### src/rtl/coh_dir_pkg.sv
package coh_dir_pkg;
  typedef enum logic [1:0] {
    MODE_NONE = 2'd0,
    MODE_WP   = 2'd1,
    MODE_MIG  = 2'd2
  } dir_mode_e;

  typedef enum logic [1:0] {
    MSG_NONE = 2'd0,
    MSG_BASE = 2'd1,
    MSG_WP   = 2'd2,
    MSG_UPG  = 2'd3
  } msg_kind_e;
endpackage

### src/rtl/coh_dir_wbq.sv
module coh_dir_wbq #(
  parameter int unsigned DEPTH = 4,
  parameter int unsigned ID_W  = 2
) (
  input  logic            clk_i,
  input  logic            rst_ni,
  input  logic            push_i,
  input  logic [ID_W-1:0] push_id_i,
  input  logic            pop_i,
  output logic            full_o,
  output logic            valid_o,
  output logic [ID_W-1:0] head_o
);
  localparam int unsigned PTR_W = (DEPTH > 1) ? $clog2(DEPTH) : 1;
  localparam int unsigned CNT_W = $clog2(DEPTH + 1);
  localparam logic [PTR_W-1:0] LAST = PTR_W'(DEPTH - 1);

  logic [ID_W-1:0]  mem_q [DEPTH];
  logic [PTR_W-1:0] wr_q, rd_q;
  logic [CNT_W-1:0] cnt_q;
  logic             do_pop;

  assign full_o  = (cnt_q == CNT_W'(DEPTH));
  assign valid_o = (cnt_q != '0);
  assign head_o  = mem_q[rd_q];
  assign do_pop  = pop_i && valid_o;

  always_ff @(posedge clk_i) begin
    if (push_i) mem_q[wr_q] <= push_id_i;
  end

  always_ff @(posedge clk_i or negedge rst_ni) begin
    if (!rst_ni) begin
      wr_q  <= '0;
      rd_q  <= '0;
      cnt_q <= '0;
    end else begin
      if (push_i) wr_q <= (wr_q == LAST) ? '0 : wr_q + 1'b1;
      if (do_pop) rd_q <= (rd_q == LAST) ? '0 : rd_q + 1'b1;
      case ({push_i, do_pop})
        2'b10:   cnt_q <= cnt_q + 1'b1;
        2'b01:   cnt_q <= cnt_q - 1'b1;
        default: cnt_q <= cnt_q;
      endcase
    end
  end

  a_r8_no_overflow: assert property (@(posedge clk_i) disable iff (!rst_ni)
    cnt_q <= CNT_W'(DEPTH));
  a_r8_push_counts: assert property (@(posedge clk_i) disable iff (!rst_ni)
    (push_i && !do_pop) |=> (cnt_q == $past(cnt_q) + 1'b1));
  a_r8_pop_counts: assert property (@(posedge clk_i) disable iff (!rst_ni)
    (do_pop && !push_i) |=> (cnt_q == $past(cnt_q) - 1'b1));
endmodule

### src/rtl/coh_dir_decide.sv
module coh_dir_decide
  import coh_dir_pkg::*;
#(
  parameter int unsigned NUM_CACHES = 4,
  parameter int unsigned ID_W       = 2
) (
  input  logic [NUM_CACHES-1:0] holders_i,
  input  dir_mode_e             mode_i,
  input  logic                  policy_wp_i,
  input  logic                  upg_en_i,
  input  logic                  req_valid_i,
  input  logic [ID_W-1:0]       req_id_i,
  input  logic                  wb_fire_i,
  input  logic [ID_W-1:0]       wb_id_i,
  input  logic                  push_valid_i,
  input  logic [ID_W-1:0]       push_id_i,
  output logic                  req_ready_o,
  output logic [NUM_CACHES-1:0] holders_nxt_o,
  output dir_mode_e             mode_nxt_o,
  output msg_kind_e             kind_nxt_o,
  output logic [ID_W-1:0]       id_nxt_o
);
  logic                  req_hit, push_hit, req_ok, upgrade;
  logic [NUM_CACHES-1:0] rm_vec, add_vec;
  logic [ID_W:0]         holder_cnt;
  logic [ID_W-1:0]       solo_id;

  always_comb begin
    holder_cnt = '0;
    solo_id    = '0;
    for (int i = 0; i < NUM_CACHES; i++) begin
      if (holders_i[i]) begin
        holder_cnt = holder_cnt + 1'b1;
        solo_id    = ID_W'(i);
      end
    end
  end

  always_comb begin
    req_hit  = holders_i[req_id_i];
    push_hit = holders_i[push_id_i];
    req_ok   = !(mode_i == MODE_MIG && !req_hit);
    rm_vec   = '0;
    add_vec  = '0;
    upgrade  = 1'b0;
    kind_nxt_o = MSG_NONE;
    id_nxt_o   = '0;
    // writebacks see the pre-cycle directory, as do requests
    if (wb_fire_i && holders_i[wb_id_i]) rm_vec[wb_id_i] = 1'b1;
    if (req_valid_i && req_ok && !req_hit) begin
      id_nxt_o = req_id_i;
      if (policy_wp_i) begin
        kind_nxt_o        = MSG_WP;
        add_vec[req_id_i] = 1'b1;
      end else begin
        kind_nxt_o = MSG_BASE;
      end
    end else if (push_valid_i && !push_hit && mode_i != MODE_MIG) begin
      kind_nxt_o         = MSG_WP;
      id_nxt_o           = push_id_i;
      add_vec[push_id_i] = 1'b1;
    end else if (upg_en_i && mode_i == MODE_WP && holder_cnt == 1 && !rm_vec[solo_id]) begin
      kind_nxt_o = MSG_UPG;
      id_nxt_o   = solo_id;
      upgrade    = 1'b1;
    end
    holders_nxt_o = (holders_i & ~rm_vec) | add_vec;
    if (upgrade)                  mode_nxt_o = MODE_MIG;
    else if (holders_nxt_o == '0) mode_nxt_o = MODE_NONE;
    else if (mode_i == MODE_MIG)  mode_nxt_o = MODE_MIG;
    else                          mode_nxt_o = MODE_WP;
    req_ready_o = req_ok;
  end
endmodule

### src/rtl/coh_dir_state.sv
module coh_dir_state
  import coh_dir_pkg::*;
#(
  parameter int unsigned NUM_CACHES = 4,
  parameter int unsigned ID_W       = 2
) (
  input  logic                  clk_i,
  input  logic                  rst_ni,
  input  logic [NUM_CACHES-1:0] holders_nxt_i,
  input  dir_mode_e             mode_nxt_i,
  input  msg_kind_e             kind_nxt_i,
  input  logic [ID_W-1:0]       id_nxt_i,
  output logic [NUM_CACHES-1:0] holders_o,
  output dir_mode_e             mode_o,
  output logic                  cache_b_o,
  output logic                  cache_w_o,
  output logic                  upgrade_o,
  output logic [ID_W-1:0]       msg_id_o
);
  logic [NUM_CACHES-1:0] holders_q;
  dir_mode_e             mode_q;
  msg_kind_e             kind_q;
  logic [ID_W-1:0]       id_q;

  always_ff @(posedge clk_i or negedge rst_ni) begin
    if (!rst_ni) begin
      holders_q <= '0;
      mode_q    <= MODE_NONE;
      kind_q    <= MSG_NONE;
      id_q      <= '0;
    end else begin
      holders_q <= holders_nxt_i;
      mode_q    <= mode_nxt_i;
      kind_q    <= kind_nxt_i;
      id_q      <= id_nxt_i;
    end
  end

  assign holders_o = holders_q;
  assign mode_o    = mode_q;
  assign cache_b_o = (kind_q == MSG_BASE);
  assign cache_w_o = (kind_q == MSG_WP);
  assign upgrade_o = (kind_q == MSG_UPG);
  assign msg_id_o  = id_q;

  a_r11_one_msg: assert property (@(posedge clk_i) disable iff (!rst_ni)
    $onehot0({cache_b_o, cache_w_o, upgrade_o}));
  a_r5_mig_single: assert property (@(posedge clk_i) disable iff (!rst_ni)
    (mode_q == MODE_MIG) |-> ($countones(holders_q) == 1));
  a_r3_wp_listed: assert property (@(posedge clk_i) disable iff (!rst_ni)
    cache_w_o |-> holders_q[msg_id_o]);
  a_r2_base_unlisted: assert property (@(posedge clk_i) disable iff (!rst_ni)
    cache_b_o |-> !holders_q[msg_id_o]);
  a_r9_upgrade_from_wp: assert property (@(posedge clk_i) disable iff (!rst_ni)
    upgrade_o |-> ($past(mode_q) == MODE_WP && mode_q == MODE_MIG));
  a_r7_empty_none: assert property (@(posedge clk_i) disable iff (!rst_ni)
    (holders_q == '0) |-> (mode_q == MODE_NONE));
endmodule

### src/rtl/coh_dir_handler.sv
module coh_dir_handler
  import coh_dir_pkg::*;
#(
  parameter int unsigned NUM_CACHES = 4,
  parameter int unsigned WBQ_DEPTH  = 4,
  parameter int unsigned ID_W       = (NUM_CACHES > 1) ? $clog2(NUM_CACHES) : 1
) (
  input  logic                  clk_i,
  input  logic                  rst_ni,
  input  logic                  policy_wp_i,
  input  logic                  upg_en_i,
  input  logic                  req_valid_i,
  input  logic [ID_W-1:0]       req_id_i,
  output logic                  req_ready_o,
  input  logic                  wb_valid_i,
  input  logic [ID_W-1:0]       wb_id_i,
  output logic                  wb_ready_o,
  input  logic                  push_valid_i,
  input  logic [ID_W-1:0]       push_id_i,
  output logic                  susp_valid_o,
  output logic [ID_W-1:0]       susp_id_o,
  input  logic                  susp_pop_i,
  output logic                  cache_b_o,
  output logic                  cache_w_o,
  output logic                  upgrade_o,
  output logic [ID_W-1:0]       msg_id_o,
  output logic [NUM_CACHES-1:0] holders_o,
  output logic [1:0]            mode_o
);
  logic                  q_full, wb_fire;
  logic [NUM_CACHES-1:0] holders, holders_nxt;
  dir_mode_e             mode, mode_nxt;
  msg_kind_e             kind_nxt;
  logic [ID_W-1:0]       id_nxt;

  assign wb_ready_o = !q_full;
  assign wb_fire    = wb_valid_i && !q_full;
  assign holders_o  = holders;
  assign mode_o     = mode;

  coh_dir_wbq #(.DEPTH(WBQ_DEPTH), .ID_W(ID_W)) u_wbq (
    .clk_i     (clk_i),
    .rst_ni    (rst_ni),
    .push_i    (wb_fire),
    .push_id_i (wb_id_i),
    .pop_i     (susp_pop_i),
    .full_o    (q_full),
    .valid_o   (susp_valid_o),
    .head_o    (susp_id_o)
  );

  coh_dir_decide #(.NUM_CACHES(NUM_CACHES), .ID_W(ID_W)) u_decide (
    .holders_i     (holders),
    .mode_i        (mode),
    .policy_wp_i   (policy_wp_i),
    .upg_en_i      (upg_en_i),
    .req_valid_i   (req_valid_i),
    .req_id_i      (req_id_i),
    .wb_fire_i     (wb_fire),
    .wb_id_i       (wb_id_i),
    .push_valid_i  (push_valid_i),
    .push_id_i     (push_id_i),
    .req_ready_o   (req_ready_o),
    .holders_nxt_o (holders_nxt),
    .mode_nxt_o    (mode_nxt),
    .kind_nxt_o    (kind_nxt),
    .id_nxt_o      (id_nxt)
  );

  coh_dir_state #(.NUM_CACHES(NUM_CACHES), .ID_W(ID_W)) u_state (
    .clk_i         (clk_i),
    .rst_ni        (rst_ni),
    .holders_nxt_i (holders_nxt),
    .mode_nxt_i    (mode_nxt),
    .kind_nxt_i    (kind_nxt),
    .id_nxt_i      (id_nxt),
    .holders_o     (holders),
    .mode_o        (mode),
    .cache_b_o     (cache_b_o),
    .cache_w_o     (cache_w_o),
    .upgrade_o     (upgrade_o),
    .msg_id_o      (msg_id_o)
  );

  a_r4_listed_no_reply: assert property (@(posedge clk_i) disable iff (!rst_ni)
    (req_valid_i && holders[req_id_i] && !push_valid_i && !upg_en_i) |=> !(cache_b_o || cache_w_o));
  a_r8_ready_when_room: assert property (@(posedge clk_i) disable iff (!rst_ni)
    (!susp_valid_o) |-> wb_ready_o);
endmodule

### config.mk
export PLATFORM = sky130hd
export DESIGN_NAME = coh_dir_handler
export DESIGN_NICKNAME = d
export VERILOG_FILES = /design/src/rtl/coh_dir_pkg.sv /design/src/rtl/coh_dir_wbq.sv /design/src/rtl/coh_dir_decide.sv /design/src/rtl/coh_dir_state.sv /design/src/rtl/coh_dir_handler.sv
export SDC_FILE = /design/constraint.sdc
export NUM_CORES = 1
export LEC_CHECK = 0
export BUFFER_PORTS_ARGS = -buffer_cell sky130_fd_sc_hd__buf_2
export CAP_MARGIN = 5
export CORE_MARGIN = 4
export CORE_UTILIZATION = 59
export CTS_CLUSTER_SIZE = 30
export DETAILED_ROUTE_END_ITERATION = 16
export PLACE_DENSITY = 0.84
export SYNTH_ARGS = -nofsm -noshare
export SYNTH_HDL_FRONTEND = slang
export SYNTH_SLANG_ARGS = --single-unit
### constraint.sdc
create_clock -name clk_i -period 4.73 [get_ports clk_i]
set_input_delay 0.7095 -clock clk_i [delete_from_list [all_inputs] [get_ports clk_i]]
set_output_delay 0.7095 -clock clk_i [all_outputs]
set_load 0.02 [all_outputs]
* After elaboration in Yosys (flattened, before gate mapping)
Memory sizes are Yosys's and may differ from the RTL's. Index checks and enable logic that the tools add are counted.
Cells by class: reduce and logical (&&, ||, !) cells 22, magnitude comparators 7, eq/ne operators 12, bitwise operators 3, muxes and demuxes 43, add/sub/neg operators 7
Operators by type and width (number):
- 2-to-1 mux 2 bit | 14
- 2-to-1 mux 4 bit | 4
- logical AND 1 bit | 14
- 2-to-1 mux 1 bit | 14
- equality test 2 bit, second input constant | 6
- less-than comparator 2 x 3 -> 1 bit, second input constant | 4
- adder 3 x 1 -> 3 bit, second input constant | 3
- 2-to-1 mux 3 bit | 3
- binary-select mux 1 bit (select 2 bit) | 4
- demux 1 bit (select 2 bit) | 3
- equality test 2 x 1 -> 1 bit, second input constant | 3
- greater-or-equal comparator 2 x 1 -> 1 bit, second input constant | 3
- case mux 3 bit (2 select lines) | 1
- logical NOT 1 bit | 5
- adder 2 x 1 -> 2 bit, second input constant | 2
- bitwise AND 4 bit | 1
- logical NOT 4 bit | 1
- inverter 4 bit | 1
- bitwise OR 4 bit | 1
- equality test 3 x 1 -> 1 bit, second input constant | 1
- equality test 3 bit, second input constant | 1
- nonzero test 3 bit | 1
- subtractor 3 x 1 -> 3 bit, second input constant | 1
- adder 1 x 1 -> 2 bit, second input constant | 1
- other kinds (2) | 2
Word-level totals: register bits after elaboration 17, memories kept 1, RAM bits 8, output and inout bits 16
Memory list:
- u_wbq.mem_q | words 4, bits a word 2, rd ports 1, clocked after memory_dff 0, wr ports 1, line coh_dir_wbq.sv:18 | logic [ID_W-1:0] mem_q [DEPTH];

* Depth between registers and ports, before layout
Gate-level depths: netlist of the first run.
word-level depth 14, gate-level depth with buffers 9, depth with buffers taken out 9

* By module
Synthesis of the first run repeated with hierarchy kept, for this count alone.
Unflattened totals: cell total of the unflattened synthesis 164, area total of the unflattened synthesis 1665.3 sq um
Modules (own cells, without submodules):
- coh_dir_wbq | cells an instance 50, times used 1, area each 729.4 sq um
- coh_dir_decide | cells an instance 99, times used 1, area each 653.1 sq um
- coh_dir_state | cells an instance 13, times used 1, area each 272.8 sq um
- coh_dir_handler | cells an instance 2, times used 1, area each 10.0 sq um

* Worst setup path before layout of the first run
No wires, ideal clock.
path kind in2out, from in req_id_i[0], to out req_ready_o, setup slack 2.426 ns, arrival time 1.595 ns, stages on the path 2, required time 4.021 ns, cells stage by stage mux4_2 > or2_2
Between the ends: longest elaborated chain between the ends 5
RTL lines:
- start, declared | line coh_dir_handler.sv:13 | input logic [ID_W-1:0] req_id_i,
- binary-select mux 1 bit (select 2 bit) | line coh_dir_decide.sv:40 | req_hit = holders_i[req_id_i];
- 2-to-1 mux 1 bit (not written as such) | line coh_dir_decide.sv:40
- logical NOT 1 bit | line coh_dir_decide.sv:42 | req_ok = !(mode_i == MODE_MIG && !req_hit);
- logical AND 1 bit | line coh_dir_decide.sv:42
- logical NOT 1 bit | line coh_dir_decide.sv:42
- end, declared | line coh_dir_handler.sv:14 | output logic req_ready_o,
No other way between the ends. The select of a mux whose other input is x is not followed.

* Worst setup path in the final report of the first run
from reg u_state.holders_q[2], in the netlist u_state.holders_o[2], to out req_ready_o
Between the ends: longest elaborated chain between the ends 5
RTL lines:
- start, declared | line coh_dir_state.sv:20 | logic [NUM_CACHES-1:0] holders_q;
- start signal, assigned | line coh_dir_state.sv:32 | holders_q <= holders_nxt_i;
- binary-select mux 1 bit (select 2 bit) | line coh_dir_decide.sv:40
- 2-to-1 mux 1 bit (not written as such) | line coh_dir_decide.sv:40
- logical NOT 1 bit | line coh_dir_decide.sv:42
- logical AND 1 bit | line coh_dir_decide.sv:42
- logical NOT 1 bit | line coh_dir_decide.sv:42
No other way between the ends. The select of a mux whose other input is x is not followed.

==> flow_metrics.tcl, run 1 <==
set metrics [dict create \
    fp.dieArea_um2 3620 \
    period_minus_slack_ns 2.66 \
    port_buffers 29 \
    synth_compound_area_share_pct 16.5 \
    rows 18 \
    final_cell_mix "29 x buf_2, 19 x inv_1, 17 x dfrtp_1" \
    start_util_pct 63.0 \
    syn_inst 151 \
    synthesis.nets 175 \
    ys_types 53 \
    cts_buffer_depth 2 \
    hold_class "in2async" \
    tightest_slew_ns 0.558 \
    cts_tree "yes" \
    vdd_drop_max_uv 408 \
    p_leak_nw 0.831 \
    drtIter0Drc 39 \
    syn_to_final_growth_pct 10.5 \
    layout_commonest_cell "buf_2" \
    syn_area_per_cell_um2 10.6 \
    status "finished clean" \
    timing.setup.tns_ns 0 \
    grt_max_degree 18 \
    vias_per_cell 6.18 \
    drv_cap 0 \
    startpoint_type "flip-flop" \
    post_cts_resized 0 \
    path_max_fanout 14 \
    ys.warnings.count 0 \
    holdBufCountCts 0 \
    ys_ff_latch 25 \
    critical_path_arrival_ns 1.95 \
    clock-sinks 25 \
    muxShareOfSynthArea_pct 8.42 \
    grt-ovfl-total 0 \
    drive_gt1_share_pct 25.1 \
    timing_worst_setup_path_type "reg2out" \
    rsz0062_at_grt "false" \
    slew_headroom_pct 62.7 \
    core_um2 2540 \
    routedWlPerCell_um 16.9 \
    die_x_um 60.1 \
    fmax_mhz 376 \
    r2r_cells 9 \
    clock_skew_ns 0.0119 \
    cts_setup_buffers 0 \
    synth_xor_area_share_pct 2.73 \
    seq_area_frac_synth_pct 41.5 \
    yosys.area_share.simple_pct 15.3 \
    num_antenna_cells 0 \
    place.gp.congestion 0.958 \
    grt_pass1_wl_mm 5.89 \
    setup.worst_path.end_class "primary output" \
    drc 0 \
    vias 1291 \
    finalNetCount 204 \
    ioPinCount 30 \
    path_clk_slew_ns 0.15 \
    htreeDepth 1 \
    hold_slack_ns 0.264 \
    synth_fa_ha_area_share_pct 8.27 \
    synth_edf_count 8 \
    drv_slew 0 \
    antenna_found_initial 0 \
    cts-buffers-inserted 3 \
    first_pass_iters 4 \
    async_reset_ff_share_pct 68.0 \
    synthFlopType "dfrtp_1" \
    grt_use_total_pct 22.0 \
    crit_required_ns 4.02 \
    grt_pass1_vias 1287 \
    p_per_area_nw_per_um2 636 \
    syn-cell-area_um2 1600 \
    root_buffer "clkbuf_4" \
    dp_hpwl_mm 2.79 \
    clock_latency_ns 0.34 \
    finalHoldViolCount 0 \
    die_y_um 60.1 \
    synth_top_family_by_area "compound AO/OA/AOI/OAI gates" \
    setup_violations 0 \
    ant_nets 0 \
    totalWireLength_mm 3.54 \
    fin_crit_sh_pct 56.2 \
]
[layer usage]
| metal | track usage (%) | vias up | wire [µm] |
|---|---|---|---|
| met5 | 0 | - | 0 |
| met4 | 4.75 | 0 | 45 |
| met3 | 3.89 | 5 | 171 |
| met2 | 41.4 | 45 | 1880 |
| met1 | 25.7 | 628 | 1440 |
| li1 | - | 613 | - |
[flip-flops by register name (all words and copies together), names as in the netlist]
register           flops
u_wbq.mem_q            8
u_state.holders_o      4
u_wbq.cnt_q            3
u_state.kind_q         2
u_state.mode_o         2
u_state.msg_id_o       2
u_wbq.rd_q             2
u_wbq.wr_q             2
[logic make-up (layout without fill, tap and decap cells)]
| family | Yosys count | after routing |
|---|---|---|
| muxes | 8 | 8 |
| and+or+nand+nor | 43 | 43 |
| buffers and inverters | 24 | 52 |
| adders and majority gates | 10 | 10 |
| DFF | 25 | 25 |
| xor gates and xnor gates | 5 | 5 |
| AOI/OAI and AO/OA | 36 | 36 |
[synth_stat cells (4+ instances only)]
cell / number / area, µm²
nor3_1: 4 / 20.0
nor2_1: 6 / 22.5
o211ai_1: 4 / 30.0
inv_1: 19 / 71.3
edfxtp_1: 8 / 240
ha_1: 9 / 113
and3_1: 4 / 25.0
dfrtp_1: 17 / 425
o21ai_0: 7 / 35.0
nand2_1: 7 / 26.3
a21oi_1: 4 / 20.0
[path summary, 6_finish.rpt]
kind | startpoint | to | slack, ns
min in group clk_i | u_wbq.cnt_q[2] | u_wbq.cnt_q[2] | 0.50
worst max register to register | u_state.holders_o[1] | u_state.kind_q[0] | 2.32
worst max-delay path | u_state.holders_o[2] | req_ready_o | 2.07
max in group asynchronous | rst_ni | u_state.msg_id_o[0] | 4.18
worst min-delay path | rst_ni | u_state.mode_o[0] | 0.26
worst min register to register | u_wbq.cnt_q[2] | u_wbq.cnt_q[2] | 0.50
[layout make-up]
class | count | area (µm²)
tap | 30 | 37.5
timing repair buffer | 29 | 145
inverter | 19 | 71.3
sequential | 25 | 666
clock inverter | 1 | 7.51
multi-input combinational | 102 | 822
clock buffer | 3 | 22.5
fill | 192 | 773
[power by group]
| group | switching [mW] | total (mW) | internal [mW] |
|---|---|---|---|
| clock network | 0.0694 | 0.102 | 0.0325 |
| logic | 0.355 | 0.614 | 0.259 |
| registers | 0.102 | 0.410 | 0.308 |
[worst max-delay path: stages, from the launching register on]
cell,delay [ns]
dfrtp_1,0.57
mux4_2,0.60
or2_2,0.30
buf_2,0.16
[stage by stage]
step	cells	worst slack [ns]	instance area (µm²)	util [%]	total power, mW
3_3_place_gp	205	2.19	1740	68.4	0.978
6_report	209	2.07	1770	69.6	1.13
3_5_place_dp	205	2.17	1740	68.4	1.03
5_1_grt	209	2.00	1770	69.6	1.23
4_1_cts	209	2.07	1770	69.6	1.13
2_1_floorplan	151	2.43	1600	-	0.855
Power figures use the tool's default switching activity.
==> run 2: changes to the inputs <==
--- a/config.mk
+++ b/config.mk
@@ -8,10 +8,10 @@
 export BUFFER_PORTS_ARGS = -buffer_cell sky130_fd_sc_hd__buf_2
 export CAP_MARGIN = 5
 export CORE_MARGIN = 4
-export CORE_UTILIZATION = 59
+export CORE_UTILIZATION = 49
 export CTS_CLUSTER_SIZE = 30
 export DETAILED_ROUTE_END_ITERATION = 16
-export PLACE_DENSITY = 0.84
+export PLACE_DENSITY = 0.75
 export SYNTH_ARGS = -nofsm -noshare
 export SYNTH_HDL_FRONTEND = slang
 export SYNTH_SLANG_ARGS = --single-unit
==> constraint.sdc (replaced) <==
create_clock -name clk_i -period 2.35 [get_ports clk_i]
set_input_delay 0.3525 -clock clk_i [delete_from_list [all_inputs] [get_ports clk_i]]
set_output_delay 0.3525 -clock clk_i [all_outputs]
set_load 0.02 [all_outputs]
==> run 2 against run 1 <==
  * Largest power group unchanged
  * Register-to-register slack worse by 2.2 ns
  * Design area grew 4.2%
  * Sequential share of layout area decreased by 1.5 points
  * Clock skew is 0.010 ns lower
  * Worst setup slack got worse by 2.0 ns
  * Largest cell class unchanged
  * Final cell count grew 9.6%
==> flow_metrics.tcl, run 2 (synthesis results as in run 1) <==
set metrics [dict create \
    critical_path_arrival_ns 1.93 \
    totalWireLength_mm 3.51 \
    cts-buffers-inserted 3 \
    r2r_cells 7 \
    clock_skew_ns 0.00193 \
    grt_pass1_wl_mm 5.72 \
    regMostFlops "u_wbq.mem_q" \
    layout_commonest_cell "buf_2" \
    rows 20 \
    root_buffer "clkbuf_4" \
    power_frac_clock_pct 8.2 \
    period_minus_slack_ns 2.28 \
    p_leak_nw 0.862 \
    die_y_um 65.2 \
    tightest_slew_ns 0.496 \
    drive_gt1_share_pct 28.1 \
    slew_headroom_pct 66.7 \
    clock-sinks 25 \
    crit_required_ns 2.00 \
    rsz0062_at_grt "false" \
    grt_max_degree 18 \
    startpoint_type "flip-flop" \
    crit_path_top_delay_cell "mux4_2" \
    syn_to_final_growth_pct 15.1 \
    path_depth 3 \
    critPathBufInv 1 \
    num_antenna_cells 0 \
    drtIter0Drc 95 \
    die_x_um 65.2 \
    path_cells "mux4_2 -> or2_2 -> buf_2" \
    p_int_mw 1.28 \
    vias_per_cell 5.60 \
    finalNetCount 210 \
    largest_reg_flops 8 \
    status "finished clean" \
    htreeDepth 1 \
    grt_pass1_vias 1278 \
    crit_path_max_incr_delay_ns 0.60 \
    path_clk_slew_ns 0.13 \
    path_max_fanout 10 \
    fin_crit_sh_pct 97.2 \
    cpLargestDelayFamily "multiplexers" \
    clock_latency_ns 0.31 \
    hold_path_depth 1 \
    fmax_mhz 438 \
    drc 0 \
    grt-ovfl-total 0 \
    design_area_um2 1850 \
    post-place-cells 224 \
    timing.setup.tns_ns 0 \
    placed_area_um2 1800 \
    reg2reg_slack_ns 0.11 \
    setup.worst_path.end_class "primary output" \
    port_buffers 29 \
    cts_buffer_depth 2 \
    drv_cap 0 \
    vias 1282 \
    ant_nets 0 \
    grt_use_total_pct 17.1 \
    seqPwrFrac_pct 32.9 \
    antenna_found_initial 0 \
    finalWorstSetupSlack_ns 0.0659 \
    fp.dieArea_um2 4250 \
    place.gp.congestion 0.837 \
    netSwitchingFraction_pct 45.8 \
    pre_cts_ws_ns 0.0928 \
    setup_violations 0 \
    hold_class "in2reg" \
    total_power_mw 2.35 \
    p_switching_mw 1.08 \
    cts_tree "yes" \
    pwr-share-comb_pct 58.9 \
    p_per_area_nw_per_um2 1270 \
    routedWlPerCell_um 15.3 \
    dp_hpwl_mm 2.72 \
    cts_setup_buffers 0 \
    core_um2 3100 \
    layoutNonFillerInstCount 229 \
    vdd_drop_max_uv 632 \
    first_pass_iters 4 \
    timing_worst_setup_path_type "reg2out" \
    finalHoldViolCount 0 \
    start_util_pct 51.7 \
    final_cell_mix "29 x buf_2, 19 x inv_1, 16 x dfrtp_1" \
    ioPinCount 30 \
    drv_slew 0 \
]
-- run 2: repair_timing --
item | in CTS | in global routing
setup endpoints to repair | 0 | 3
hold buffers | 1 | 0
hold endpoints to repair | 17 | 0
gates resized for setup | 0 | 3
-- run 2: area by class of cell --
cell class              instances  area (µm²)
repair buffers                 35         193
multi-input cells             102         835
fillers                       300        1260
clock buffers                   4        26.3
inverters                      19        71.3
well taps                      44        55.1
flip-flops and latches         25         667
-- run 2: final timing paths --
kind / from / end
setup / recovery: u_state.holders_o[2] / req_ready_o
hold / removal: wb_id_i[1] / u_wbq.mem_q[1][1]
setup reg to reg: u_state.holders_o[0] / u_state.msg_id_o[0]
hold reg to reg: u_wbq.cnt_q[2] / u_wbq.cnt_q[2]
max in group asynchronous: rst_ni / u_state.holders_o[0]
min in group asynchronous: rst_ni / u_wbq.cnt_q[2]
-- run 2: metal layers --
metal | global-route usage [%] | wire length, µm
met1 | 22.9 | 1520
met2 | 30.1 | 1790
met3 | 1.71 | 204
met4 | 3.11 | 0
met5 | 0 | 0
-- run 2: power groups by stage --
stage	logic (mW)	registers, mW	clock network, mW
detailed placement	1.34	0.780	0
global route	1.53	0.799	0.218
finish	1.39	0.774	0.192
CTS	1.35	0.768	0.202
global placement	1.27	0.763	0
floorplan	0.897	0.823	0
-- run 2: worst reg2reg max path: stages, from the launching register on --
cell,delay (ns)
dfrtp_2,0.44
inv_1,0.09
ha_1,0.37
and3b_1,0.23
a31oi_1,0.04
a311oi_1,0.47
o211ai_1,0.25
o221ai_1,0.25
-- run 2: metrics by stage --
step | utilization, % | hold slack [ns]
global route | 59.5 | 0.349
global placement | 57.9 | 0.297
finish | 59.5 | 0.348
detailed placement | 57.9 | 0.305
CTS | 59.1 | 0.335
floorplan | - | 0.0569
